`config.mk`:
```
export PLATFORM = sky130hd
export DESIGN_NAME = ac_link_in_serializer
export DESIGN_NICKNAME = d
export VERILOG_FILES = /design/src/rtl/ac_in_pkg.sv /design/src/rtl/ac_in_sync_detect.sv /design/src/rtl/ac_in_frame_seq.sv /design/src/rtl/ac_in_capture.sv /design/src/rtl/ac_in_slot_mux.sv /design/src/rtl/ac_link_in_serializer.sv
export SDC_FILE = /design/constraint.sdc
export NUM_CORES = 1
export LEC_CHECK = 0
export ABC_AREA = 1
export BUFFER_PORTS_ARGS = -buffer_cell sky130_fd_sc_hd__buf_2
export CAP_MARGIN = 20
export CORE_MARGIN = 4
export CORE_UTILIZATION = 25
export CTS_CLUSTER_SIZE = 20
export DETAILED_ROUTE_END_ITERATION = 10
export SLEW_MARGIN = 25
export SYNTH_ARGS = -nofsm -noshare
export SYNTH_HDL_FRONTEND = slang
export SYNTH_SLANG_ARGS = --single-unit
```
`constraint.sdc`:
```
create_clock -name clk -period 2.4 [get_ports clk]
set_input_delay 0.12 -clock clk [delete_from_list [all_inputs] [get_ports clk]]
set_output_delay 0.12 -clock clk [all_outputs]
set_load 0.02 [all_outputs]
```
`src/rtl/ac_in_pkg.sv`:
```
package ac_in_pkg;

    typedef enum logic [2:0] {
        ST_IDLE,
        ST_TAG,
        ST_ADDR,
        ST_DATA,
        ST_LEFT,
        ST_RIGHT,
        ST_FILL
    } frame_st_t;

endpackage

```
`src/rtl/ac_in_sync_detect.sv`:
```
// Samples sync on the falling edge and flags a frame start on the next rising edge.
module ac_in_sync_detect (
    input  logic clk,
    input  logic rst_n,
    input  logic sync,
    output logic start
);
    logic seen_fall;
    logic seen_rise;

    always_ff @(negedge clk or negedge rst_n) begin
        if (!rst_n) seen_fall <= 1'b0;
        else        seen_fall <= sync;
    end

    always_ff @(posedge clk or negedge rst_n) begin
        if (!rst_n) seen_rise <= 1'b0;
        else        seen_rise <= seen_fall;
    end

    assign start = seen_fall & ~seen_rise;
endmodule

```
`src/rtl/ac_in_frame_seq.sv`:
```
// Frame sequencer: state plus down-counter over the bits of the current slot.
module ac_in_frame_seq
    import ac_in_pkg::*;
#(
    parameter int TAG_BITS   = 16,
    parameter int SLOT_BITS  = 20,
    parameter int FILL_SLOTS = 8,
    parameter int CNT_W      = 8
) (
    input  logic             clk,
    input  logic             rst_n,
    input  logic             start,
    output frame_st_t        st,
    output logic [CNT_W-1:0] pos
);
    localparam logic [CNT_W-1:0] TAG_LAST  = CNT_W'(TAG_BITS - 1);
    localparam logic [CNT_W-1:0] SLOT_LAST = CNT_W'(SLOT_BITS - 1);
    localparam logic [CNT_W-1:0] FILL_LAST = CNT_W'(FILL_SLOTS * SLOT_BITS - 1);

    frame_st_t        st_n;
    logic [CNT_W-1:0] pos_n;

    always_ff @(posedge clk or negedge rst_n) begin
        if (!rst_n) begin
            st  <= ST_IDLE;
            pos <= '0;
        end else begin
            st  <= st_n;
            pos <= pos_n;
        end
    end

    always_comb begin
        st_n  = st;
        pos_n = pos;
        if (start) begin
            st_n  = ST_TAG;
            pos_n = TAG_LAST;
        end else if (st != ST_IDLE && pos != '0) begin
            pos_n = pos - 1'b1;
        end else begin
            unique case (st)
                ST_IDLE:  begin st_n = ST_IDLE;  pos_n = '0;        end
                ST_TAG:   begin st_n = ST_ADDR;  pos_n = SLOT_LAST; end
                ST_ADDR:  begin st_n = ST_DATA;  pos_n = SLOT_LAST; end
                ST_DATA:  begin st_n = ST_LEFT;  pos_n = SLOT_LAST; end
                ST_LEFT:  begin st_n = ST_RIGHT; pos_n = SLOT_LAST; end
                ST_RIGHT: begin st_n = ST_FILL;  pos_n = FILL_LAST; end
                ST_FILL:  begin st_n = ST_IDLE;  pos_n = '0;        end
                default:  begin st_n = ST_IDLE;  pos_n = '0;        end
            endcase
        end
    end
endmodule

```
`src/rtl/ac_in_capture.sv`:
```
// Holds posted read-back and sample pair; copies them into the frame snapshot at start.
module ac_in_capture #(
    parameter int IDX_W     = 7,
    parameter int REG_W     = 16,
    parameter int SLOT_BITS = 20
) (
    input  logic                 clk,
    input  logic                 rst_n,
    input  logic                 start,
    input  logic                 codec_ready,
    input  logic                 rd_req,
    input  logic [IDX_W-1:0]     rd_idx,
    input  logic [REG_W-1:0]     rd_data,
    input  logic                 adc_strobe,
    input  logic [SLOT_BITS-1:0] adc_left,
    input  logic [SLOT_BITS-1:0] adc_right,
    output logic                 snap_ready,
    output logic                 snap_rd_vld,
    output logic [IDX_W-1:0]     snap_idx,
    output logic [REG_W-1:0]     snap_data,
    output logic                 snap_adc_vld,
    output logic [SLOT_BITS-1:0] snap_left,
    output logic [SLOT_BITS-1:0] snap_right
);
    logic                 pend_rd;
    logic                 pend_adc;
    logic [IDX_W-1:0]     pend_idx;
    logic [REG_W-1:0]     pend_data;
    logic [SLOT_BITS-1:0] pend_left;
    logic [SLOT_BITS-1:0] pend_right;

    always_ff @(posedge clk or negedge rst_n) begin
        if (!rst_n) begin
            pend_rd      <= 1'b0;
            pend_adc     <= 1'b0;
            pend_idx     <= '0;
            pend_data    <= '0;
            pend_left    <= '0;
            pend_right   <= '0;
            snap_ready   <= 1'b0;
            snap_rd_vld  <= 1'b0;
            snap_idx     <= '0;
            snap_data    <= '0;
            snap_adc_vld <= 1'b0;
            snap_left    <= '0;
            snap_right   <= '0;
        end else begin
            if (start) begin
                snap_ready   <= codec_ready;
                snap_rd_vld  <= codec_ready & pend_rd;
                snap_idx     <= pend_idx;
                snap_data    <= pend_data;
                snap_adc_vld <= codec_ready & pend_adc;
                snap_left    <= pend_left;
                snap_right   <= pend_right;
            end
            if (rd_req) begin
                pend_idx  <= rd_idx;
                pend_data <= rd_data;
            end
            if (adc_strobe) begin
                pend_left  <= adc_left;
                pend_right <= adc_right;
            end
            pend_rd  <= rd_req | (pend_rd & ~start);
            pend_adc <= adc_strobe | (pend_adc & ~start);
        end
    end
endmodule

```
`src/rtl/ac_in_slot_mux.sv`:
```
// Picks the bit driven on the serial line from the state, bit position and snapshot.
module ac_in_slot_mux
    import ac_in_pkg::*;
#(
    parameter int TAG_BITS  = 16,
    parameter int SLOT_BITS = 20,
    parameter int IDX_W     = 7,
    parameter int REG_W     = 16,
    parameter int CNT_W     = 8
) (
    input  frame_st_t            st,
    input  logic [CNT_W-1:0]     pos,
    input  logic                 snap_ready,
    input  logic                 snap_rd_vld,
    input  logic [IDX_W-1:0]     snap_idx,
    input  logic [REG_W-1:0]     snap_data,
    input  logic                 snap_adc_vld,
    input  logic [SLOT_BITS-1:0] snap_left,
    input  logic [SLOT_BITS-1:0] snap_right,
    output logic                 sdata
);
    localparam int TAG_IDX_W  = $clog2(TAG_BITS);
    localparam int SLOT_IDX_W = $clog2(SLOT_BITS);

    logic [TAG_BITS-1:0]  tag_word;
    logic [SLOT_BITS-1:0] addr_word;
    logic [SLOT_BITS-1:0] data_word;
    logic [SLOT_BITS-1:0] left_word;
    logic [SLOT_BITS-1:0] right_word;

    assign tag_word   = {snap_ready, snap_rd_vld, snap_rd_vld, snap_adc_vld, snap_adc_vld,
                         {(TAG_BITS - 5){1'b0}}};
    assign addr_word  = {1'b0, snap_idx, {(SLOT_BITS - 1 - IDX_W){1'b0}}} & {SLOT_BITS{snap_rd_vld}};
    assign data_word  = {snap_data, {(SLOT_BITS - REG_W){1'b0}}} & {SLOT_BITS{snap_rd_vld}};
    assign left_word  = snap_left  & {SLOT_BITS{snap_adc_vld}};
    assign right_word = snap_right & {SLOT_BITS{snap_adc_vld}};

    always_comb begin
        unique case (st)
            ST_IDLE:  sdata = 1'b0;
            ST_TAG:   sdata = tag_word[pos[TAG_IDX_W-1:0]];
            ST_ADDR:  sdata = addr_word[pos[SLOT_IDX_W-1:0]];
            ST_DATA:  sdata = data_word[pos[SLOT_IDX_W-1:0]];
            ST_LEFT:  sdata = left_word[pos[SLOT_IDX_W-1:0]];
            ST_RIGHT: sdata = right_word[pos[SLOT_IDX_W-1:0]];
            ST_FILL:  sdata = 1'b0;
            default:  sdata = 1'b0;
        endcase
    end
endmodule

```
`src/rtl/ac_link_in_serializer.sv`:
```
module ac_link_in_serializer
    import ac_in_pkg::*;
#(
    parameter int TAG_BITS  = 16,
    parameter int SLOT_BITS = 20,
    parameter int NUM_SLOTS = 12,
    parameter int IDX_W     = 7,
    parameter int REG_W     = 16
) (
    input  logic                 clk,
    input  logic                 rst_n,
    input  logic                 sync,
    input  logic                 codec_ready,
    input  logic                 rd_req,
    input  logic [IDX_W-1:0]     rd_idx,
    input  logic [REG_W-1:0]     rd_data,
    input  logic                 adc_strobe,
    input  logic [SLOT_BITS-1:0] adc_left,
    input  logic [SLOT_BITS-1:0] adc_right,
    output logic                 sdata
);
    localparam int FILL_SLOTS = NUM_SLOTS - 4;
    localparam int FILL_LEN   = FILL_SLOTS * SLOT_BITS;
    localparam int CNT_W      = $clog2(FILL_LEN);

    logic                 start_w;
    frame_st_t            st_w;
    logic [CNT_W-1:0]     pos_w;
    logic                 snap_ready_w;
    logic                 snap_rd_vld_w;
    logic [IDX_W-1:0]     snap_idx_w;
    logic [REG_W-1:0]     snap_data_w;
    logic                 snap_adc_vld_w;
    logic [SLOT_BITS-1:0] snap_left_w;
    logic [SLOT_BITS-1:0] snap_right_w;

    ac_in_sync_detect u_sync (
        .clk   (clk),
        .rst_n (rst_n),
        .sync  (sync),
        .start (start_w)
    );

    ac_in_frame_seq #(
        .TAG_BITS   (TAG_BITS),
        .SLOT_BITS  (SLOT_BITS),
        .FILL_SLOTS (FILL_SLOTS),
        .CNT_W      (CNT_W)
    ) u_seq (
        .clk   (clk),
        .rst_n (rst_n),
        .start (start_w),
        .st    (st_w),
        .pos   (pos_w)
    );

    ac_in_capture #(
        .IDX_W     (IDX_W),
        .REG_W     (REG_W),
        .SLOT_BITS (SLOT_BITS)
    ) u_cap (
        .clk          (clk),
        .rst_n        (rst_n),
        .start        (start_w),
        .codec_ready  (codec_ready),
        .rd_req       (rd_req),
        .rd_idx       (rd_idx),
        .rd_data      (rd_data),
        .adc_strobe   (adc_strobe),
        .adc_left     (adc_left),
        .adc_right    (adc_right),
        .snap_ready   (snap_ready_w),
        .snap_rd_vld  (snap_rd_vld_w),
        .snap_idx     (snap_idx_w),
        .snap_data    (snap_data_w),
        .snap_adc_vld (snap_adc_vld_w),
        .snap_left    (snap_left_w),
        .snap_right   (snap_right_w)
    );

    ac_in_slot_mux #(
        .TAG_BITS  (TAG_BITS),
        .SLOT_BITS (SLOT_BITS),
        .IDX_W     (IDX_W),
        .REG_W     (REG_W),
        .CNT_W     (CNT_W)
    ) u_mux (
        .st           (st_w),
        .pos          (pos_w),
        .snap_ready   (snap_ready_w),
        .snap_rd_vld  (snap_rd_vld_w),
        .snap_idx     (snap_idx_w),
        .snap_data    (snap_data_w),
        .snap_adc_vld (snap_adc_vld_w),
        .snap_left    (snap_left_w),
        .snap_right   (snap_right_w),
        .sdata        (sdata)
    );
endmodule

```
==> results.cfg, run 1 <==
[outcome]
status = complete, no violations

[min_path]
min_from = codec_ready
whs_path_depth = 3
min_to = u_cap.snap_ready
hold_path_class = in -> reg

[synthesis]
syn_nets = 809
synthFlopType = dfrtp_1
yosys.area.top_type = dfrtp_1
synth_edf_count = 0
async_flop_share = 1.00
synthCells = 739
yosys-top-cells-area = dfrtp_1 (56%), nand2_1 (12%), o21ai_0 (10%), nand3_1 (5.3%), inv_1 (4.7%)
ys_warn_count = 0
synth.distinct_cells = 36
netlist_area_mm2 = 0.00635
syn_area_per_cell_um2 = 8.59
synth_top_area_share = 0.564
ys_ff_latch = 144
seq_area_frac_synth = 0.568

[power_and_ir_drop]
leakage_nw = 4.03
power_mw = 7.47
power_density_mw_per_mm2 = 890
vdd_drop_max_mv = 0.543

[setup_path]
crit_type = reg -> reg
path_cells = inv_1 -> nor2_4 -> inv_6 -> clkbuf_16 -> nand2_1 -> o21ai_0
timing.rr.start = u_sync.seen_fall
arrival_ns = 2.64
reg2reg_slack_ns = 0.05
slowest_stage = dfrtn_1
cp-start-kind = flop
cpPeakStageDelay_ns = 0.40
required_ns = 2.69
critPathCaptureType = flop
critical_path.reg2reg.endpoint = u_cap.snap_right[11]
r2r_cells = 6
crit_path_max_fanout = 35

[drt]
viasPerCell = 4.18
drtPass1Iterations = 5
route.detailed.wl_per_inst_um = 12.3
initialDrtViolationCount = 327
drt_wl_total_um = 14900
drc = 0
ant_nets = 0
vias = 5066

[placed_design]
placed_area_mm2 = 0.00708
place_ws_ns = 0.0534
post-dp-hpwl_um = 9850
routabilityCongestion = 0.815
port_buffers = 69

[grt]
grt_max_degree = 144
antenna_found_initial = 0
grt_overflow = 0
grtUsageTotal = 0.111
grt_pass1_vias = 5174
grt_pass1_wl_um = 25700

[sta]
worst_slack_ns = 0.0490
fin_hold_ws_ns = 0.0428
finalSetupViolations = 0
slew_headroom = 0.496
tightest_slew_ns = 0.756
hold_viol = 0
finalClockSkew_ns = 0.0240
finalMaxSlewViolations = 0
rsz0062_at_grt = yes

[layout]
nets = 940
fin_util = 0.334
final_common_cell = nand2_1
fin_area_mm2 = 0.00839
filler_cell_count = 2673
layout_common_cells = nand2_1 (201), dfrtp_1 (140), o21ai_0 (129)
area_growth_pct = 32.2
antenna_cells = 0
drive_above_1_share = 0.162

[die]
core_area_mm2 = 0.0251
die-area_mm2 = 0.0280
initial_utilization = 0.253
std_cell_rows = 58
num_io_pins = 70
die_height_um = 167
die_w_um = 167

[clock_tree]
cts_buffers = 17
clk_latency_ns = 0.41
post-cts-setup-buffers = 0
htreeDepth = 4
clkTransAtPathRegs_ns = 0.06
cts-root-buf = clkbuf_16
ctsLongestPathBuffers = 2
cts_tree = built
cts_sinks = 144

[flow_run]
drv_cap = 0
flip-flops by register name (all words and copies together), names as in the netlist, 8 cells and up:
name and cells:
u_cap.pend_left 20, u_cap.pend_data 16, u_cap.pend_right 20, u_cap.snap_right 20, u_cap.snap_data 16, u_seq.pos 8, u_cap.snap_left 20
kinds of logic after synthesis:
| logic type | synth area share |
|---|---|
| flip-flops | 0.568 |
| multiplexers | 0.00355 |
| XOR/XNOR | 0.00690 |
| buffers and inverters | 0.0873 |
| adder cells (fa/ha/maj) | 0.00197 |
| AND/OR/NAND/NOR | 0.213 |
| AO/OA/AOI/OAI | 0.119 |
layer usage:
| layer | vias to the layer above | wire length [um] | track usage |
|---|---|---|---|
| li1 | 2623 | - | - |
| met1 | 2334 | 7280 | 0.153 |
| met2 | 93 | 6930 | 0.178 |
| met3 | 16 | 515 | 0.0186 |
| met4 | 0 | 212 | 0.0381 |
| met5 | - | 0 | 0 |
stage by stage:
stage / setup TNS, ns / cells
2_1_floorplan: 0 / 739
3_3_place_gp: 0 / 1114
3_5_place_dp: 0 / 1114
4_1_cts: 0 / 1208
5_1_grt: -0.0326 / 1211
6_report: 0 / 1211
critical path, delay by kind of cell, from the launching register on:
| family | cells | cell delay [ns] |
|---|---|---|
| compound gates | 1 | 0.07 |
| buf+inv | 3 | 0.37 |
| flops | 1 | 0.40 |
| simple gates | 2 | 0.21 |
cells in the mapped netlist (2+ instances only):
cell type / n
nand2_1: 201
dfrtp_1: 143
o21ai_0: 130
inv_1: 79
nand3_1: 67
nor2_1: 27
clkbuf_1: 23
buf_2: 11
a21oi_1: 7
inv_2: 5
buf_6: 4
nand3_2: 4
nor3_1: 4
xor2_1: 4
o22ai_1: 3
buf_4: 2
mux2_2: 2
nand4_1: 2
nor3_2: 2
o21ai_2: 2
o21bai_1: 2
worst max-delay path by stage:
stage,start,to
3_5_place_dp,u_sync.seen_fall,u_seq.st[2]
3_3_place_gp,u_sync.seen_fall,u_seq.st[2]
4_1_cts,u_seq.pos[2],sdata
5_1_grt,u_sync.seen_fall,u_cap.snap_right[11]
6_report,u_sync.seen_fall,u_cap.snap_right[11]
2_1_floorplan,u_sync.seen_fall,u_cap.snap_right[10]
layout make-up:
type                       count  area (um2)  share of cell area
clock inverter                 6        82.6             0.00984
inverter                      86         340              0.0406
sequential                   144        3610               0.430
multi-input combinational    468        2200               0.263
clock buffer                  24         482              0.0574
timing repair buffer         153        1260               0.150
tap                          330         413              0.0492
report_power, final:
part	leakage [nW]	switching, mW	internal, mW
Clock	0.276	0.933	1.59
Sequential	1.77	0.244	2.77
Combinational	1.98	1.20	0.722
Total	4.03	2.38	5.09
timing repair:
item | 4_1_cts | 5_1_grt
endpoints found under the setup margin | 0 | 22
gates resized for setup | 0 | 11
hold buffers | 64 | 0
hold endpoints to repair | 206 | 0
Note: power is estimated with default switching activity, not from simulation.
==> inputs of run 2 (changes only) <==
--- a/config.mk
+++ b/config.mk
@@ -9,7 +9,7 @@
 export BUFFER_PORTS_ARGS = -buffer_cell sky130_fd_sc_hd__buf_2
 export CAP_MARGIN = 20
 export CORE_MARGIN = 4
-export CORE_UTILIZATION = 25
+export CORE_UTILIZATION = 31
 export CTS_CLUSTER_SIZE = 20
 export DETAILED_ROUTE_END_ITERATION = 10
 export SLEW_MARGIN = 25
==> run 2 against run 1 <==
Combinational power barely moved. Via count rose by 1.6%. Wire length barely moved. Global-route usage rose by 2.6 points. Critical path type unchanged. Largest cell class unchanged. Highest routed layer unchanged.
==> results.cfg, run 2 (synthesis results as in run 1) <==
[sta]
finalClockSkew_ns = 0.0362
finalSetupViolations = 0
finalMaxSlewViolations = 0
hold_viol = 0
tightest_slew_ns = 0.762
slew_headroom = 0.492
rsz0062_at_grt = yes
worst_slack_ns = 0.0459

[drt]
ant_nets = 0
route.detailed.wl_per_inst_um = 12.9
initialDrtViolationCount = 369
drtPass1Iterations = 4
vias = 5149
viasPerCell = 4.46
drt_wl_total_um = 14900
drc = 0

[power_and_ir_drop]
power_density_mw_per_mm2 = 903
vdd_drop_max_mv = 0.526
leakage_nw = 4.03

[setup_path]
cpPeakStageDelay_ns = 0.42
crit_type = reg -> reg
timing.rr.start = u_sync.seen_fall
crit_start = u_sync.seen_fall
required_ns = 2.70
r2r_cells = 6
endpoint = u_seq.st[1]
cp-start-kind = flop
reg2reg_slack_ns = 0.05
path_cells = inv_2 -> nor2_4 -> inv_4 -> buf_4 -> o211ai_1 -> o21ai_1
slowest_stage = dfrtn_1
arrival_ns = 2.66
critical_path.reg2reg.endpoint = u_seq.st[1]
crit_path_max_fanout = 15
critPathCaptureType = flop

[placed_design]
port_buffers = 69
post-dp-hpwl_um = 9560
routabilityCongestion = 0.778
place_ws_ns = 0.0135

[layout]
area_growth_pct = 30.5
layout_common_cells = nand2_1 (201), dfrtp_1 (143), o21ai_0 (126)
final_common_cell = nand2_1
fin_util = 0.411
antenna_cells = 0
drive_above_1_share = 0.165
nets = 944
filler_cell_count = 2058

[clock_tree]
clk_latency_ns = 0.43
cts_sinks = 144
cts-root-buf = clkbuf_16
cts_tree = built
clkTransAtPathRegs_ns = 0.06
ctsLongestPathBuffers = 2
cts_buffers = 17
htreeDepth = 4

[min_path]
whs_path_depth = 3
hold_path_class = in -> reg

[grt]
grt_overflow = 0
grt_pass1_wl_um = 24800
grt_max_degree = 144
antenna_found_initial = 0
grtUsageTotal = 0.138
grt_pass1_vias = 5009

[die]
die_height_um = 151
core_area_mm2 = 0.0202
die_w_um = 151
die-area_mm2 = 0.0228
initial_utilization = 0.315
num_io_pins = 70
std_cell_rows = 52

[flow_run]
drv_cap = 0

[outcome]
status = complete, no violations
run 2: cell type report:
| cell class | instances | area, um2 | area share |
|---|---|---|---|
| clock buffers | 23 | 478 | 0.0577 |
| flip-flops and latches | 144 | 3600 | 0.435 |
| multi-input cells | 469 | 2220 | 0.267 |
| repair buffers | 156 | 1230 | 0.148 |
| inverters | 86 | 335 | 0.0405 |
| clock inverters | 7 | 85.1 | 0.0103 |
| well taps | 270 | 338 | 0.0408 |
run 2: worst min-delay path by stage:
stage | from | end | slack [ns]
2_1_floorplan | rst_n | u_cap.pend_adc | -0.18
3_3_place_gp | rd_data[13] | u_cap.pend_data[13] | 0.33
3_5_place_dp | adc_left[8] | u_cap.pend_left[8] | 0.33
4_1_cts | codec_ready | u_cap.snap_ready | 0.01
5_1_grt | codec_ready | u_cap.snap_ready | 0.03
6_report | codec_ready | u_cap.snap_ready | 0.02
run 2: worst max-delay path: cells and delay by family (launching register included):
| family | cells | cell delay, ns |
|---|---|---|
| AO/OA/AOI/OAI | 2 | 0.18 |
| buffers and inverters | 3 | 0.33 |
| flip-flops | 1 | 0.42 |
| AND/OR/NAND/NOR | 1 | 0.13 |
run 2: where the power goes:
part | leakage (nW) | internal, mW | switching [mW]
logic | 1.97 | 0.724 | 1.24
clock network | 0.282 | 1.59 | 0.947
registers | 1.77 | 2.76 | 0.216
total | 4.03 | 5.08 | 2.40
run 2: per-layer routing:
metal  routed length (um)  track usage  part of all wire
met1                 7110        0.189              0.48
met2                 6900        0.215              0.46
met3                  654       0.0347             0.044
met4                  252       0.0431             0.017
met5                    0            0                 0
run 2: metrics by stage:
stage          cell area, um2  instances  total power [mW]  hold WS (ns)  TNS, ns
6_report                 8280       1155              7.48        0.0246        0
5_1_grt                  8280       1155              7.97        0.0329  -0.0494
4_1_cts                  8230       1154              7.52        0.0131        0
3_5_place_dp             7000       1058              4.83         0.334        0
3_3_place_gp             7000       1058              4.81         0.327        0
2_1_floorplan            6350        739              4.29        -0.176        0
run 2: what timing repair did:
item / in CTS / in global routing
endpoints found under the setup margin: 1 / 21
endpoints found under the hold margin: 206 / 0
resized for setup: 1 / 13
cloned: 1 / 1
buffers inserted: 1 / 0
pin swaps: 1 / 1
hold buffers: 64 / 0
==> inputs of run 3 (changes only) <==
--- a/config.mk
+++ b/config.mk
@@ -15,4 +15,5 @@
 export SLEW_MARGIN = 25
 export SYNTH_ARGS = -nofsm -noshare
 export SYNTH_HDL_FRONTEND = slang
+export SYNTH_HIERARCHICAL = 1
 export SYNTH_SLANG_ARGS = --single-unit
==> run 3 against run 2 <==
Worst setup slack got worse by 0.010 ns. Synthesized cell count increased by 13%. Total power is 1.7% higher. Non-clock buffer count shrank 2. Critical path depth stayed put. Via count is 6.9% higher. Wire length is 7.7% higher. Cell area rose by 3.5%. Sequential power increased by 2%. Combinational power fell by 7%. Global-route usage down 0.15 points. Hold slack better by 0.088 ns. Critical path type unchanged. Highest routed layer unchanged.
==> results.cfg, run 3 <==
[synthesis]
synth_top_area_share = 0.545
yosys.area.top_type = dfrtp_1
synthFlopType = dfrtp_1
syn_nets = 904
post-synth-top-count-cell = nand2_1
yosys-top-cells-area = dfrtp_1 (54%), nand2_1 (27%), nand3_1 (7.2%), buf_2 (1.6%), inv_1 (1.4%)
synthCells = 832
async_flop_share = 1.00
synth.distinct_cells = 31
synthTopCellsByCount = nand2_1 (467), dfrtp_1 (143), nand3_1 (94), inv_1 (24), buf_2 (21)
netlist_area_mm2 = 0.00657
seq_area_frac_synth = 0.549
ys_warn_count = 6
ys_ff_latch = 144
syn_area_per_cell_um2 = 7.89
synth_edf_count = 0

[min_path]
hold_path_class = in -> reg
min_to = u_cap/pend_data[13]
whs_path_depth = 3
min_from = rd_req

[power_and_ir_drop]
power_density_mw_per_mm2 = 888
power_frac_clock = 0.360
vdd_drop_max_mv = 0.613
leakage_nw = 4.46
comb_power_share = 0.241
seq_power_share = 0.399
power_mw = 7.61
p_sw_mw = 2.46
p_int_mw = 5.15
swShare = 0.323

[setup_path]
path_buf_inv = 3
crit_start = u_sync/seen_fall
critical_path.top_delay_family = flip-flops
r2r_cells = 6
crit_type = reg -> reg
required_ns = 2.68
critical_path.reg2reg.endpoint = u_cap/pend_rd
crit_path_max_fanout = 29
reg2reg_slack_ns = 0.04
slowest_stage = dfrtn_1
critPathCaptureType = flop
path_cells = inv_2 -> nor2_4 -> inv_2 -> buf_12 -> nand2_1 -> nand2_1
arrival_ns = 2.65
timing.rr.start = u_sync/seen_fall
cpPeakStageDelay_ns = 0.43
cp-start-kind = flop

[drt]
drt_wl_total_um = 16100
vias = 5504
ant_nets = 0
initialDrtViolationCount = 406
viasPerCell = 4.41
route.detailed.wl_per_inst_um = 12.9
drtPass1Iterations = 4
drc = 0

[die]
num_io_pins = 70
std_cell_rows = 52
die_height_um = 154
initial_utilization = 0.319
die-area_mm2 = 0.0236
die_w_um = 154
core_area_mm2 = 0.0206

[layout]
filler_cell_count = 2131
nets = 1036
layout_common_cells = nand2_1 (467), dfrtp_1 (141), nand3_1 (94)
fin_area_mm2 = 0.00857
area_growth_pct = 30.5
fin_cells = 1247
final_common_cell = nand2_1
drive_above_1_share = 0.146
antenna_cells = 0
fin_util = 0.417

[sta]
tightest_slew_ns = 0.792
finalMaxSlewViolations = 0
rsz0062_at_grt = yes
hold_viol = 0
fin_setup_tns_ns = 0
fin_hold_ws_ns = 0.113
slew_headroom = 0.472
finalClockSkew_ns = 0.0245
finalSetupViolations = 0
worst_slack_ns = 0.0354

[flow_run]
drv_cap = 0

[clock_tree]
cts_tree = built
cts-root-buf = clkbuf_16
clkTransAtPathRegs_ns = 0.06
cts_buffers = 17
ctsLongestPathBuffers = 2
clk_latency_ns = 0.42
cts_sinks = 144
htreeDepth = 4

[placed_design]
place_ws_ns = -0.00586
post-dp-hpwl_um = 10100
placed_area_mm2 = 0.00724
placedCellCount = 1147
port_buffers = 69
routabilityCongestion = 0.786

[grt]
antenna_found_initial = 0
grt_overflow = 0
grt_max_degree = 144
grtUsageTotal = 0.136
grt_pass1_wl_um = 26500
grt_pass1_vias = 5382

[outcome]
status = complete, no violations
## run 3: worst max path at each step
| stage | to | depth (start not counted) | slack, ns |
|---|---|---|---|
| floorplan | u_cap/pend_adc | 7 | 0.005 |
| global placement | u_cap/snap_rd_vld | 6 | 0.05 |
| detailed placement | u_cap/snap_data[5] | 6 | -0.006 |
| CTS | u_seq/st[2] | 7 | 0.02 |
| global route | u_seq/st[2] | 6 | -0.04 |
| finish | u_cap/pend_rd | 6 | 0.04 |
## run 3: power groups by stage
stage               clock network [mW]  logic, mW  registers, mW
floorplan                            0       1.34           2.95
global placement                     0       1.70           3.08
detailed placement                   0       1.72           3.08
CTS                               2.78       1.80           3.05
global route                      2.90       2.07           3.08
finish                            2.74       1.83           3.04
## run 3: per-layer routing
layer	vias to the layer above	routed length, um	global-route usage
met5	-	0	0
met4	0	174	0.0450
met3	9	576	0.0315
met2	103	7730	0.224
met1	2544	7590	0.178
li1	2848	-	-
## run 3: area by class of cell
class | count | area (um2) | share of cell area
flip-flops and latches | 144 | 3610 | 0.421
repair buffers | 154 | 1280 | 0.150
multi-input cells | 617 | 2610 | 0.304
clock inverters | 12 | 158 | 0.0184
well taps | 270 | 338 | 0.0394
inverters | 30 | 123 | 0.0143
clock buffers | 20 | 457 | 0.0533
## run 3: repair_timing
item,in CTS,in global routing
hold endpoints to repair,209,0
endpoints found under the setup margin,2,24
buffers inserted,0,2
gates resized for setup,2,5
gates cloned,0,2
hold buffers,65,0
## run 3: logic make-up after synthesis
logic type      after synthesis  share of synthesized area
simple gates                597                      0.374
buf+inv                      71                     0.0562
compound gates               13                     0.0103
flops                       144                      0.549
fa+ha+maj                     3                    0.00572
xor+xnor                      4                    0.00534
## run 3: worst register-to-register path: stages, from the launching register on
cell	delay [ns]
dfrtn_1	0.43
inv_2	0.05
nor2_4	0.16
inv_2	0.11
buf_12	0.18
nand2_1	0.07
nand2_1	0.04
